File: src/rtl/i2c_rx_pkg.sv
package i2c_rx_pkg;

  typedef enum logic [2:0] {
    ST_HOLD    = 3'd0,
    ST_LOW     = 3'd1,
    ST_HIGH    = 3'd2,
    ST_SP_PRE  = 3'd3,
    ST_SP_LOW  = 3'd4,
    ST_SP_HIGH = 3'd5,
    ST_IDLE    = 3'd6
  } rx_state_e;

endpackage

File: src/rtl/rx_half_timer.sv
module rx_half_timer #(
  parameter int HALF_DIV = 4
) (
  input  logic clk,
  input  logic rst_n,
  input  logic run_i,
  output logic tick_o
);

  localparam int CW = (HALF_DIV > 1) ? $clog2(HALF_DIV) : 1;
  localparam logic [CW-1:0] LOAD = CW'(HALF_DIV - 1);

  logic [CW-1:0] cnt_q, cnt_d;

  assign tick_o = (cnt_q == '0);

  always_comb begin
    if (!run_i || tick_o) cnt_d = LOAD;
    else                  cnt_d = cnt_q - CW'(1);
  end

  always_ff @(posedge clk or negedge rst_n) begin
    if (!rst_n) cnt_q <= LOAD;
    else        cnt_q <= cnt_d;
  end

endmodule

File: src/rtl/rx_shift_reg.sv
module rx_shift_reg #(
  parameter int DATA_W = 8
) (
  input  logic              clk,
  input  logic              rst_n,
  input  logic              shift_en_i,
  input  logic              bit_i,
  output logic [DATA_W-1:0] data_o
);

  logic [DATA_W-1:0] data_q, data_d;

  always_comb begin
    data_d = data_q;
    if (shift_en_i) data_d = {data_q[DATA_W-2:0], bit_i};
  end

  always_ff @(posedge clk or negedge rst_n) begin
    if (!rst_n) data_q <= '0;
    else        data_q <= data_d;
  end

  assign data_o = data_q;

endmodule

File: src/rtl/rx_word_seq.sv
module rx_word_seq
  import i2c_rx_pkg::*;
#(
  parameter int DATA_W = 8,
  parameter int CNT_W  = 3
) (
  input  logic             clk,
  input  logic             rst_n,
  input  logic             tick_i,
  input  logic             rd_stb_i,
  input  logic [CNT_W-1:0] bit_cnt_i,
  input  logic             ack_en_i,
  output logic             run_o,
  output logic             shift_en_o,
  output logic             scl_oe_o,
  output logic             sda_oe_o,
  output logic             pend_o,
  output logic             irq_o,
  output logic             hold_o,
  output logic             idle_o
);

  localparam int PW = CNT_W + 1;

  rx_state_e      state_q, state_d;
  logic [PW-1:0]  left_q, left_d;
  logic           ack_q, ack_d;
  logic           term_q, term_d;
  logic           pend_q, pend_d;
  logic           irq_q, irq_d;
  logic           sda_q, sda_d;
  logic [PW-1:0]  nbits_w;
  logic           ack_bit_w;

  assign nbits_w   = (bit_cnt_i == '0) ? PW'(DATA_W) : {1'b0, bit_cnt_i};
  assign ack_bit_w = ack_q && (left_q == PW'(1));

  always_comb begin
    state_d = state_q;
    left_d  = left_q;
    ack_d   = ack_q;
    term_d  = term_q;
    pend_d  = pend_q;
    irq_d   = 1'b0;
    unique case (state_q)
      ST_HOLD: begin
        if (rd_stb_i) begin
          state_d = ST_LOW;
          left_d  = nbits_w + {{CNT_W{1'b0}}, ack_en_i};
          ack_d   = ack_en_i;
          term_d  = (bit_cnt_i == CNT_W'(1)) && !ack_en_i;
          pend_d  = 1'b1;
        end
      end
      ST_LOW: if (tick_i) state_d = ST_HIGH;
      ST_HIGH: begin
        if (tick_i) begin
          if (left_q == PW'(1)) begin
            pend_d  = 1'b0;
            irq_d   = 1'b1;
            state_d = term_q ? ST_SP_PRE : ST_HOLD;
          end else begin
            left_d  = left_q - PW'(1);
            state_d = ST_LOW;
          end
        end
      end
      ST_SP_PRE:  if (tick_i) state_d = ST_SP_LOW;
      ST_SP_LOW:  if (tick_i) state_d = ST_SP_HIGH;
      ST_SP_HIGH: if (tick_i) state_d = ST_IDLE;
      default:    state_d = ST_IDLE;
    endcase
  end

  // SDA enable is registered one cycle behind the state so that it never
  // moves on the same edge as SCL.
  always_comb begin
    sda_d = 1'b0;
    if ((state_q == ST_LOW || state_q == ST_HIGH) && ack_bit_w) sda_d = 1'b1;
    if (state_q == ST_SP_LOW || state_q == ST_SP_HIGH)          sda_d = 1'b1;
  end

  always_ff @(posedge clk or negedge rst_n) begin
    if (!rst_n) begin
      state_q <= ST_HOLD;
      left_q  <= '0;
      ack_q   <= 1'b0;
      term_q  <= 1'b0;
      pend_q  <= 1'b0;
      irq_q   <= 1'b0;
      sda_q   <= 1'b0;
    end else begin
      state_q <= state_d;
      left_q  <= left_d;
      ack_q   <= ack_d;
      term_q  <= term_d;
      pend_q  <= pend_d;
      irq_q   <= irq_d;
      sda_q   <= sda_d;
    end
  end

  assign run_o      = (state_q != ST_HOLD) && (state_q != ST_IDLE);
  assign shift_en_o = (state_q == ST_LOW) && tick_i && !ack_bit_w;
  assign scl_oe_o   = (state_q == ST_HOLD) || (state_q == ST_LOW) ||
                      (state_q == ST_SP_PRE) || (state_q == ST_SP_LOW);
  assign sda_oe_o   = sda_q;
  assign pend_o     = pend_q;
  assign irq_o      = irq_q;
  assign hold_o     = (state_q == ST_HOLD);
  assign idle_o     = (state_q == ST_IDLE);

endmodule

File: src/rtl/i2c_rx_engine.sv
module i2c_rx_engine #(
  parameter int DATA_W      = 8,
  parameter int HALF_DIV    = 4,
  parameter int SYNC_STAGES = 2,
  localparam int CNT_W      = $clog2(DATA_W)
) (
  input  logic              clk,
  input  logic              rst_n,
  input  logic [CNT_W-1:0]  bit_cnt_i,
  input  logic              ack_en_i,
  input  logic              rd_stb_i,
  output logic [DATA_W-1:0] rd_data_o,
  output logic              pend_o,
  output logic              irq_o,
  output logic              scl_oe_o,
  output logic              sda_oe_o,
  input  logic              sda_i
);

  logic [SYNC_STAGES-1:0] rst_sync_q;
  logic rst_s_n;
  logic tick_w, run_w, shift_w, hold_w, idle_w;

  always_ff @(posedge clk or negedge rst_n) begin
    if (!rst_n) rst_sync_q <= '0;
    else        rst_sync_q <= {rst_sync_q[SYNC_STAGES-2:0], 1'b1};
  end
  assign rst_s_n = rst_sync_q[SYNC_STAGES-1];

  rx_half_timer #(.HALF_DIV(HALF_DIV)) u_timer (
    .clk    (clk),
    .rst_n  (rst_s_n),
    .run_i  (run_w),
    .tick_o (tick_w)
  );

  rx_shift_reg #(.DATA_W(DATA_W)) u_shift (
    .clk        (clk),
    .rst_n      (rst_s_n),
    .shift_en_i (shift_w),
    .bit_i      (sda_i),
    .data_o     (rd_data_o)
  );

  rx_word_seq #(.DATA_W(DATA_W), .CNT_W(CNT_W)) u_seq (
    .clk        (clk),
    .rst_n      (rst_s_n),
    .tick_i     (tick_w),
    .rd_stb_i   (rd_stb_i),
    .bit_cnt_i  (bit_cnt_i),
    .ack_en_i   (ack_en_i),
    .run_o      (run_w),
    .shift_en_o (shift_w),
    .scl_oe_o   (scl_oe_o),
    .sda_oe_o   (sda_oe_o),
    .pend_o     (pend_o),
    .irq_o      (irq_o),
    .hold_o     (hold_w),
    .idle_o     (idle_w)
  );

endmodule

File: config.mk
export PLATFORM = sky130hd
export DESIGN_NAME = i2c_rx_engine
export DESIGN_NICKNAME = d
export VERILOG_FILES = /design/src/rtl/i2c_rx_pkg.sv /design/src/rtl/rx_half_timer.sv /design/src/rtl/rx_shift_reg.sv /design/src/rtl/rx_word_seq.sv /design/src/rtl/i2c_rx_engine.sv
export SDC_FILE = /design/constraint.sdc
export NUM_CORES = 1
export LEC_CHECK = 0
export CAP_MARGIN = 20
export CORE_MARGIN = 2
export CORE_UTILIZATION = 56
export CTS_CLUSTER_DIAMETER = 80
export DETAILED_ROUTE_END_ITERATION = 10
export PLACE_DENSITY = 0.95
export SETUP_SLACK_MARGIN = 0.1
export SYNTH_ARGS = -nofsm -noshare
export SYNTH_HDL_FRONTEND = slang
export SYNTH_SLANG_ARGS = --single-unit
File: constraint.sdc
create_clock -name clk -period 1.8 [get_ports clk]
set_clock_uncertainty 0.1 [all_clocks]
set_input_delay 0.54 -clock clk [delete_from_list [all_inputs] [get_ports clk]]
set_output_delay 0.54 -clock clk [all_outputs]
set_load 0.005 [all_outputs]
Word-level counts from Yosys, hierarchy flattened:

Index checks and enable logic that the tools add are counted.

* logic and storage cells: 77
* bits in read-only memories: 0
* bits in registers: 24
* memories: 0
* bits in latches: 0
* bits of input ports: 8
* output and inout bits: 12
* bits in writable memories: 0

* multiply operators: 0
* reductions and logical operators: 24
* shift operators: 0
* equal/unequal tests: 16
* muxes and demuxes: 24
* div/mod/pow operators: 0
* bitwise logic cells: 0
* order comparisons: 0
* add/subtract/negate cells: 3

Operator list (number)
* 3-bit 2-to-1 mux: 7
* 3-bit one-hot mux with 6 select lines: 1
* 4-bit 2-to-1 mux: 4
* 2-bit by 1-bit inequality test with 1-bit output, second input constant: 6
* 1-bit 2-to-1 mux: 8
* 4-bit one-hot mux with 2 select lines: 1
* 4-bit AND reduction: 2
* 3-bit by 1-bit equality test with 1-bit output, second input constant: 2
* 3-bit by 2-bit equality test with 1-bit output, second input constant: 2
* 3-bit equality test, second input constant: 2
* 1-bit logical AND: 6
* 3-bit logical NOT: 2
* 1-bit logical OR: 6
* 6-bit AND reduction: 1
* 4-bit by 1-bit adder with 4-bit output: 1
* 4-bit by 1-bit equality test with 1-bit output, second input constant: 1
* 2-bit 2-to-1 mux: 2
* 2-bit inequality test, second input constant: 2
* 4-bit by 1-bit subtractor with 4-bit output, second input constant: 1
* 1-bit logical NOT: 3
* 3-bit inequality test, second input constant: 1
* 3-bit nonzero test: 1
* 2-bit logical NOT: 1
* 1-bit one-hot mux with 2 select lines: 1
* 3 further kinds: 3

Longest topological paths before layout:

Gate-level depths: netlist of run 1.

* depth after elaboration: 5
* depth in mapped cells: 7
* depth with buffers taken out: 6

Cells and area by module:

Synthesis of run 1 repeated with hierarchy kept, for this count alone.

* cells, all modules: 111
* area, all modules: 1268.7 µm²

By module, submodules not included
* rx_word_seq: instances 1, cells each 84, area each 795.8 µm², sequential area each 300.3 µm²
* rx_shift_reg: instances 1, cells each 17, area each 331.6 µm², sequential area each 200.2 µm²
* rx_half_timer: instances 1, cells each 7, area each 87.6 µm², sequential area each 52.6 µm²
* i2c_rx_engine: instances 1, cells each 3, area each 53.8 µm², sequential area each 50.0 µm²

Worst setup path after synthesis of run 1:

OpenSTA, ideal clock, no wires.

* kind: register -> register
* start point: register u_seq.left_q[0]
* end point: register u_shift.data_q[0] (netlist: u_shift.data_o[0])
* path buffers: 1
* data arrival time: 1.605 ns
* period minus slack after synthesis: 1.831 ns
* library setup time: 0.125 ns
* stages on the path, launching flop included: 6
* required time: 1.575 ns
* setup slack: -0.031 ns
* path through: dfrtp_1 -> ha_1 -> nor3b_2 -> a2111o_1 -> buf_6 -> mux2_4

* word-level cells in the longest chain between the ends: 4

Ends and longest elaborated chain
* start: declaration: RTL line rx_word_seq.sv:26 `logic [PW-1:0] left_q, left_d;`
* start signal: assignment: RTL line rx_word_seq.sv:94 `left_q <= left_d;`
* 4-bit by 1-bit equality test with 1-bit output: RTL line rx_word_seq.sv:36 `assign ack_bit_w = ack_q && (left_q == PW'(1));`
* 1-bit logical AND: RTL line rx_word_seq.sv:36
* 1-bit logical NOT: RTL line rx_word_seq.sv:104 `assign shift_en_o = (state_q == ST_LOW) && tick_i && !ack_bit_w;`
* 1-bit logical AND: RTL line rx_word_seq.sv:104
* end signal: assignment: RTL line rx_shift_reg.sv:20 `else data_q <= data_d;`
* end: declaration: RTL line rx_shift_reg.sv:11 `logic [DATA_W-1:0] data_q, data_d;`

No other way between the ends.
A chain may end at the register's enable or synchronous reset.

Worst setup path in the final report of run 1:

* start point: register u_seq.left_q[1]
* end point: register u_shift.data_q[6] (netlist: u_shift.data_o[6])

Same word-level chain as after synthesis.

==> results of run 1 <==
-- Yosys cell counts, types with 2 or more instances --
library cell,n
a21oi_1,3
a31oi_1,3
buf_4,3
clkbuf_1,3
dfrtp_1,22
dfstp_2,2
ha_1,5
inv_1,7
mux2_2,3
mux2_4,8
mux2i_1,2
nand2_1,5
nand3_1,2
nor2_1,5
nor3_1,2
nor3b_2,2
o21ai_0,5
xor2_1,2
-- placed cells by master (no fill, tap or decap), types with 3 or more instances in the layout --
cell / n
nand2_1: 4
nor2_1: 5
clkbuf_4: 3
mux2_4: 9
buf_4: 26
clkdlybuf4s50_1: 5
dlygate4sd2_1: 11
dfrtp_1: 22
o21ai_0: 3
inv_1: 6
a31oi_1: 3
buf_6: 4
-- flip-flops by register name (all words and copies together) (netlist names) --
signal	cells
u_seq.term_q	1
u_seq.ack_q	1
u_timer.cnt_q	2
rst_sync_q	2
u_seq.state_q	3
u_seq.irq_o	1
u_shift.data_o	8
u_seq.pend_o	1
u_seq.left_q	4
u_seq.sda_oe_o	1
-- kinds of logic (layout without fill, tap and decap cells) --
logic type	after synthesis	after routing	share of synthesized area, %
AO/OA/AOI/OAI	21	21	12.6
AND/OR/NAND/NOR	23	23	12.2
buffers and inverters	15	61	6.12
XOR/XNOR	2	2	1.40
flip-flops	24	24	48.3
other	1	1	0.301
multiplexers	13	13	13.9
adder cells (fa/ha/maj)	5	5	5.02
-- worst max path at each step --
stage                                 from                       endpoint  slack, ns  cells past startpoint
3_5_place_dp                      ack_en_i    u_seq.left_q[2]$_DFFE_PN0P_      -0.32                      7
3_3_place_gp                  bit_cnt_i[0]    u_seq.left_q[2]$_DFFE_PN0P_      -0.27                      7
2_1_floorplan  u_seq.left_q[1]$_DFFE_PN0P_  u_shift.data_o[0]$_DFFE_PN0P_       0.04                      6
5_1_grt        u_seq.left_q[1]$_DFFE_PN0P_  u_shift.data_o[6]$_DFFE_PN0P_      -0.11                      5
6_report       u_seq.left_q[1]$_DFFE_PN0P_  u_shift.data_o[6]$_DFFE_PN0P_      -0.08                      5
4_1_cts        u_seq.left_q[0]$_DFFE_PN0P_  u_shift.data_o[6]$_DFFE_PN0P_      -0.06                      4
-- routing by layer --
layer	track usage, %	share of wire (%)	vias up
met4	20.7	4.3	0
met3	7.60	6.1	16
met5	0	0	-
met2	45.9	51	53
met1	33.4	39	518
li1	-	-	458
-- final cells by class --
cell class	instances	area (um2)	share of cell area (%)
inverter	7	26.3	1.47
clock inverter	1	30.0	1.68
multi-input combinational	65	634	35.5
tap	28	35.0	1.96
timing repair buffer	50	437	24.4
clock buffer	3	22.5	1.26
sequential	24	603	33.7
-- critical path, stage by stage, from the launching register on --
cell      delay [ns]
dfrtp_1         0.40
inv_2           0.06
ha_4            0.16
nor3b_4         0.14
a2111o_2        0.57
mux2_4          0.34
-- per-stage QoR --
stage / TNS [ns] / hold WS (ns) / instance area [um2] / std cells / setup slack (ns)
finish: -0.554 / 0.0985 / 1790 / 178 / -0.0756
global route: -1.00 / 0.163 / 1790 / 178 / -0.114
CTS: -0.455 / 0.0999 / 1690 / 170 / -0.0618
detailed placement: -2.07 / 0.0855 / 1530 / 155 / -0.323
global placement: -1.31 / 0.0613 / 1530 / 155 / -0.265
floorplan: 0 / 0.144 / 1270 / 104 / 0.0421
-- repair_timing --
item	in CTS	in global routing
buffers inserted	11	8
pin swaps	3	1
endpoints found under the setup margin	25	15
gates resized for setup	28	6
-- power by group through the flow --
| stage | clock [mW] | sequential, mW | combinational, mW |
|---|---|---|---|
| 2_1_floorplan | 0 | 0.578 | 0.0417 |
| 4_1_cts | 0.391 | 0.568 | 0.102 |
| 3_3_place_gp | 0 | 0.575 | 0.0836 |
| 5_1_grt | 0.431 | 0.572 | 0.121 |
| 6_report | 0.398 | 0.569 | 0.113 |
| 3_5_place_dp | 0 | 0.577 | 0.0895 |
==> results.cfg, run 1 <==
[outcome]
status = finished with violations
violations = setup timing

[clock_network]
postCtsHoldBufs = 0
numCtsBuffers = 3
path_clk_slew_ns = 0.14
cts_tree = yes
cts_root_buffer = clkbuf_4
clock_latency_ns = 0.32
clock-sinks = 24
max-clock-path-buffers = 2
htree_levels = 1

[setup_path]
crit_type = reg2reg
r2r_slack_ns = -0.08
critPathMaxFanout = 8
worstRegToRegCells = 5
start_kind = flop
r2r-start = u_seq.left_q[1]$_DFFE_PN0P_
required_ns = 1.92
cp-end-kind = flop
worstPathArrival_ns = 2.00
r2r_end = u_shift.data_o[6]$_DFFE_PN0P_

[synthesis]
yosys_warnings = 0
synth_cells = 104
synth-main-ff-cell = dfrtp_1
synth_top_area_share_pct = 44.1
ys_types = 38
synth_top_area_cell = dfrtp_1
synth_seq_cells = 24
synth_area_leaders = dfrtp_1, mux2_4, ha_1, dfstp_2, mux2_2
synth_nets = 117
synth_edf_count = 0
synth.avg_cell_area_um2 = 12.0
yosysSeqAreaShare_pct = 48.3
async_reset_ff_share_pct = 100
syn-cell-area_um2 = 1250

[layout]
final_core_util_pct = 83.2
nNetsFinal = 164
area_growth_syn_to_layout_pct = 43.3
drive_gt1_share_pct = 45.3
fillers = 105
n_antenna_cell = 0

[placement]
gp_congestion = 0.802
io_buffers = 19
dp_hpwl_mm = 1.86

[floorplanning]
pin_count = 20
die_area_um2 = 2620
die_y_um = 51.2
core_area_um2 = 2150
die_x_um = 51.2
start_util_pct = 58.1
num_rows = 17

[pwr]
vdd_drop_max_v = 0.000726
p_switching_mw = 0.245
pwr-share-seq_pct = 52.7
p_per_area_nw_per_um2 = 604
p_leak_nw = 0.926
totalPowerFinal_mw = 1.08
p_int_mw = 0.835
sw_frac_of_total_pct = 22.7
clockPowerShare_pct = 36.8
comb_power_share_pct = 10.5

[global_route]
grt_max_degree = 15
grt_pass1_vias = 1067
grt_use_total_pct = 28.8
overflow = 0
grt_pass1_wl_mm = 5.27
antenna_found_initial = 0

[timing]
period_needed_ns = 1.88
setup_viol = 10
fin_crit_sh_pct = 104
finalWorstSetupSlack_ns = -0.0756
rsz0062_at_grt = true
max_freq_mhz = 533
maxSlewViolCount = 0
hold_viol = 0

[drt]
drt-total-wl_mm = 3.51
post_drt_wl_per_cell_um = 19.7
ant_nets = 0
drc = 0
drt-pass1-iter-count = 4
via_per_inst = 5.87
vias = 1045
drt_iter0_drc = 48

[run]
cap_viol_max_count = 0

[hold_path]
hold_class = reg2async
Note: power is estimated with default switching activity, not from simulation.
==> inputs of run 2 (changes only) <==
==> constraint.sdc (replaced) <==
create_clock -name clk -period 2.4 [get_ports clk]
set_clock_uncertainty 0.1 [all_clocks]
set_input_delay 0.72 -clock clk [delete_from_list [all_inputs] [get_ports clk]]
set_output_delay 0.72 -clock clk [all_outputs]
set_load 0.005 [all_outputs]
==> run 2 against run 1 <==
Net effect:
- the flow now finishes without violations
- non-clock buffer count shrank 27
- sequential power decreased by 25%
- global-route usage decreased by 8.3 points
- die area stayed put
- sequential cell count stayed put
- combinational power decreased by 54%
- first-iteration DRC count shrank 52%
- critical path type is now reg2out
==> results.cfg, run 2 (synthesized netlist as in run 1, its figures left out) <==
[placement]
numPlacedInstances = 146
dp_hpwl_mm = 1.58
io_buffers = 19
gp_congestion = 0.788

[layout]
stdcell_count = 151
layout_common_cells = dfrtp_1, clkdlybuf4s50_1, mux2_4, inv_1
nNetsFinal = 137
fillers = 142
n_antenna_cell = 0
area_growth_syn_to_layout_pct = 20.8
layout_commonest_cell = dfrtp_1
layout.area.seq_um2 = 604
multi_input_area_um2 = 568
largest_reg_flops = 8
drive_gt1_share_pct = 23.6

[pwr]
p_per_area_nw_per_um2 = 512
vdd_drop_max_v = 0.000281
p_leak_nw = 0.710

[global_route]
grt_pass1_wl_mm = 3.80
antenna_found_initial = 0
grt_pass1_vias = 804
overflow = 0
grt_max_degree = 23
grt_use_total_pct = 20.5

[timing]
max_freq_mhz = 446
setup_viol = 0
tightest_slew_ns = 0.835
fin_setup_tns_ns = 0
fin_crit_sh_pct = 93.4
relSlewSlack_pct = 44.4
period_needed_ns = 2.24
maxSlewViolCount = 0
hold_viol = 0
rsz0062_at_grt = false
timing.hold.ws_ns = 0.257

[setup_path]
critPathMaxFanout = 2
worstPathArrival_ns = 1.42
r2r_end = u_shift.data_o[3]$_DFFE_PN0P_
cp-end-kind = primary output
required_ns = 1.58
r2r-start = u_timer.cnt_q[0]$_DFF_PN1_
r2r_slack_ns = 0.31
worstRegToRegCells = 5
start_kind = flop
crit_type = reg2out

[clock_network]
clock-sinks = 24
numCtsBuffers = 3
cts_tree = yes
path_clk_slew_ns = 0.13
cts_root_buffer = clkbuf_4
max-clock-path-buffers = 2
htree_levels = 1
clock_latency_ns = 0.32
postCtsHoldBufs = 0

[drt]
drt-pass1-iter-count = 4
ant_nets = 0
post_drt_wl_per_cell_um = 15.4
drt-total-wl_mm = 2.33
drt_iter0_drc = 23
drc = 0
via_per_inst = 5.67
vias = 856

[floorplanning]
core_area_um2 = 2150
die_x_um = 51.2
die_area_um2 = 2620
num_rows = 17
start_util_pct = 58.1
pin_count = 20
die_y_um = 51.2

[run]
cap_viol_max_count = 0

[hold_path]
hold_class = reg2async

[outcome]
status = finished clean
-- run 2: cell count changes in the layout (fill, tap and decap cells not counted), moves of 2 or more --
cell	before	now
clkdlybuf4s50_1	5	19
dlygate4sd2_1	11	0
buf_4	26	4
a21oi_2	2	0
dlymetal6s2s_1	2	0
buf_6	4	0
o21ai_1	2	0
a21oi_1	1	3
o21ai_0	3	5
ha_2	2	0
ha_1	2	5
-- run 2: layout make-up --
class                      instances  share of cell area (%)
timing repair buffer              23                    14.6
tap                               28                    2.33
sequential                        24                    40.1
inverter                           7                    1.74
clock inverter                     1                    1.99
clock buffer                       3                    1.50
multi-input combinational         65                    37.7
-- run 2: through the flow --
step / instance area, um2 / power [mW] / worst slack [ns] / util [%]
after detailed placement: 1450 / 0.487 / 0.0993 / 67.3
after global placement: 1450 / 0.482 / 0.134 / 67.3
after floorplan: 1250 / 0.461 / 0.566 / -
after CTS: 1510 / 0.779 / 0.139 / 70.1
after global routing: 1510 / 0.800 / 0.108 / 70.1
final: 1510 / 0.771 / 0.159 / 70.1
-- run 2: report_power, final --
part | total (mW) | leakage, nW | internal, mW | switching, mW
Combinational | 0.0515 | 0.383 | 0.0300 | 0.0215
Clock | 0.291 | 0.0279 | 0.169 | 0.122
Sequential | 0.429 | 0.299 | 0.413 | 0.0157
-- run 2: worst max-delay path: stages (launching register included) --
cell and delay [ns]:
dfrtp_1 0.39, mux2i_1 0.20, clkdlybuf4s50_1 0.52
-- run 2: metal layers --
layer  global-route usage [%]  wire, um  vias to the layer above
met5                        0         0                        -
met4                     14.0        78                        0
met3                     2.92        56                        6
met2                     34.8      1220                       14
met1                     23.9       970                      434
li1                         -         -                      402
-- run 2: worst max path at each step --
| stage | cells after the start | slack (ns) | start | end |
|---|---|---|---|---|
| finish | 2 | 0.16 | u_seq.state_q[0]$_DFFE_PN0P_ | scl_oe_o |
| global route | 2 | 0.11 | u_seq.state_q[0]$_DFFE_PN0P_ | scl_oe_o |
| CTS | 2 | 0.14 | u_seq.state_q[0]$_DFFE_PN0P_ | scl_oe_o |
| detailed placement | 7 | 0.1 | ack_en_i | u_seq.left_q[2]$_DFFE_PN0P_ |
| global placement | 7 | 0.13 | ack_en_i | u_seq.left_q[2]$_DFFE_PN0P_ |
| floorplan | 7 | 0.57 | bit_cnt_i[0] | u_seq.left_q[2]$_DFFE_PN0P_ |
-- run 2: repair_timing --
item | in CTS | in global routing
buffers inserted | 1 | 0
setup endpoints to repair | 1 | 0
gates resized for setup | 1 | 0
endpoints found under the hold margin | 0 | 0
==> inputs of run 3 (changes only) <==
--- a/config.mk
+++ b/config.mk
@@ -7,10 +7,10 @@
 export LEC_CHECK = 0
 export CAP_MARGIN = 20
 export CORE_MARGIN = 2
-export CORE_UTILIZATION = 56
+export CORE_UTILIZATION = 40
 export CTS_CLUSTER_DIAMETER = 80
 export DETAILED_ROUTE_END_ITERATION = 10
-export PLACE_DENSITY = 0.95
+export PLACE_DENSITY = 0.75
 export SETUP_SLACK_MARGIN = 0.1
 export SYNTH_ARGS = -nofsm -noshare
 export SYNTH_HDL_FRONTEND = slang
==> run 3 against run 2 <==
Net effect:
- core utilization decreased by 19 points
- register-to-register slack about the same
- maximum frequency increased by 7.7%
- clock-buffer cell count did not move
- setup slack improved by 0.16 ns
- final cell count is 4.6% higher
- wire length decreased by 5.9%
- global-route usage fell by 6.4 points
- clock power about the same
- worst hold slack got worse by 0.0036 ns
- sequential share of layout area fell by 0.67 points
- critical path type is now reg2reg
==> results.cfg, run 3 (synthesized netlist as in run 1, its figures left out) <==
[outcome]
status = finished clean

[layout]
fillers = 287
drive_gt1_share_pct = 24.0
layout.area.seq_um2 = 603
design_area_um2 = 1530
area_growth_syn_to_layout_pct = 22.6
layout_commonest_cell = dfrtp_1
multi_input_area_um2 = 568
stdcell_count = 158
largest_reg_flops = 8
nNetsFinal = 139
layout_common_cells = dfrtp_1, clkdlybuf4s50_1, mux2_4, inv_1, buf_4
n_antenna_cell = 0

[setup_path]
critPathMaxFanout = 8
r2r_end = u_shift.data_o[4]$_DFFE_PN0P_
required_ns = 2.51
r2r_slack_ns = 0.32
crit_path_start = u_seq.left_q[0]$_DFFE_PN0P_
worstSetupEndpoint = u_shift.data_o[4]$_DFFE_PN0P_
worstPathArrival_ns = 2.19
worstRegToRegCells = 4
max_stage_delay_ns = 0.63
crit_type = reg2reg
r2r-start = u_seq.left_q[0]$_DFFE_PN0P_
worstPathCellList = ha_1 -> nor3b_2 -> a2111o_1 -> mux2_4
start_kind = flop
crit_slowest_cell = a2111o_1
cp-end-kind = flop

[floorplanning]
start_util_pct = 41.5
core_area_um2 = 3000
num_rows = 20
die_area_um2 = 3580
die_x_um = 59.8
die_y_um = 59.8
pin_count = 20

[hold_path]
hold_class = reg2async

[placement]
numPlacedInstances = 153
dp_hpwl_mm = 1.60
gp_congestion = 0.745
io_buffers = 19
placed_area_um2 = 1470
pre_cts_ws_ns = 0.0818

[pwr]
sw_frac_of_total_pct = 20.3
p_switching_mw = 0.156
p_int_mw = 0.611
comb_power_share_pct = 6.5
clockPowerShare_pct = 37.7
p_per_area_nw_per_um2 = 502
vdd_drop_max_v = 0.000306
pwr-share-seq_pct = 55.8
p_leak_nw = 0.740

[drt]
drc = 0
ant_nets = 0
vias = 849
via_per_inst = 5.37
drt-pass1-iter-count = 4
post_drt_wl_per_cell_um = 13.9
drt_iter0_drc = 15
drt-total-wl_mm = 2.19

[timing]
rsz0062_at_grt = false
hold_viol = 0
fin_crit_sh_pct = 86.7
max_freq_mhz = 481
timing.hold.ws_ns = 0.253
period_needed_ns = 2.08
fin_setup_tns_ns = 0
tightest_slew_ns = 0.843
relSlewSlack_pct = 43.8
setup_viol = 0
finalWorstSetupSlack_ns = 0.319
maxSlewViolCount = 0

[clock_network]
postCtsHoldBufs = 0
numCtsBuffers = 3
htree_levels = 1
clock_latency_ns = 0.31
cts_root_buffer = clkbuf_4
max-clock-path-buffers = 2
clock-sinks = 24
cts_tree = yes
path_clk_slew_ns = 0.14

[global_route]
antenna_found_initial = 0
grt_pass1_vias = 890
grt_pass1_wl_mm = 3.85
grt_use_total_pct = 14.2
overflow = 0
grt_max_degree = 23

[run]
cap_viol_max_count = 0
run 3: cell types whose count changed in the layout (fill, tap and decap cells not counted):
cell,previous run,this run
dlymetal6s2s_1,0,1
dfrtp_1,21,22
buf_4,4,6
clkdlybuf4s50_1,19,18
dfrtp_2,1,0
run 3: repair_timing:
item / in CTS / in global routing
endpoints found under the hold margin: 0 / 0
gates resized for setup: 0 / 1
buffers inserted: 0 / 1
setup endpoints to repair: 0 / 1
run 3: through the flow:
stage / total power, mW / util [%]
final: 0.768 / 50.9
after detailed placement: 0.487 / 48.8
after CTS: 0.777 / 50.6
after global placement: 0.483 / 48.8
after global routing: 0.805 / 50.9
after floorplan: 0.461 / -
run 3: how the worst min path moves through the flow:
stage	depth (start not counted)	endpoint	startpoint	slack, ns
after global placement	0	rst_sync_q[1]$_DFF_PN0_	rst_sync_q[0]$_DFF_PN0_	0.23
after global routing	0	rst_sync_q[1]$_DFF_PN0_	rst_sync_q[0]$_DFF_PN0_	0.27
after detailed placement	0	rst_sync_q[1]$_DFF_PN0_	rst_sync_q[0]$_DFF_PN0_	0.24
after floorplan	0	u_seq.ack_q$_DFFE_PN0P_	rst_sync_q[1]$_DFF_PN0_	0.18
final	0	u_seq.left_q[1]$_DFFE_PN0P_	rst_sync_q[1]$_DFF_PN0_	0.25
after CTS	0	rst_sync_q[1]$_DFF_PN0_	rst_sync_q[0]$_DFF_PN0_	0.27
run 3: area by class of cell:
cell class	instances	share of cell area, %
Tap cell	33	2.70
Clock buffer	3	1.47
Timing Repair Buffer	25	15.5
Clock inverter	1	1.96
Sequential cell	24	39.4
Inverter	7	1.72
Multi-Input combinational cell	65	37.2
run 3: power by group through the flow:
stage | Combinational, mW | Clock [mW] | Sequential (mW)
global route | 0.0578 | 0.315 | 0.432
finish | 0.0501 | 0.289 | 0.428
floorplan | 0.0290 | 0 | 0.432
detailed placement | 0.0502 | 0 | 0.436
CTS | 0.0508 | 0.297 | 0.429
global placement | 0.0469 | 0 | 0.436
run 3: worst max-delay path, delay by kind of cell, from the launching register on:
kind            cells  cell delay [ns]
flops               1             0.46
compound gates      1             0.63
simple gates        1             0.18
fa+ha+maj           1             0.23
mux                 1             0.38
run 3: per-layer routing:
metal	track usage, %	wire, um	share of wire, %
met3	2.60	54	2.5
met2	24.5	1170	53
met5	0	0	0
met1	17.2	919	42
met4	5.71	50	2.3
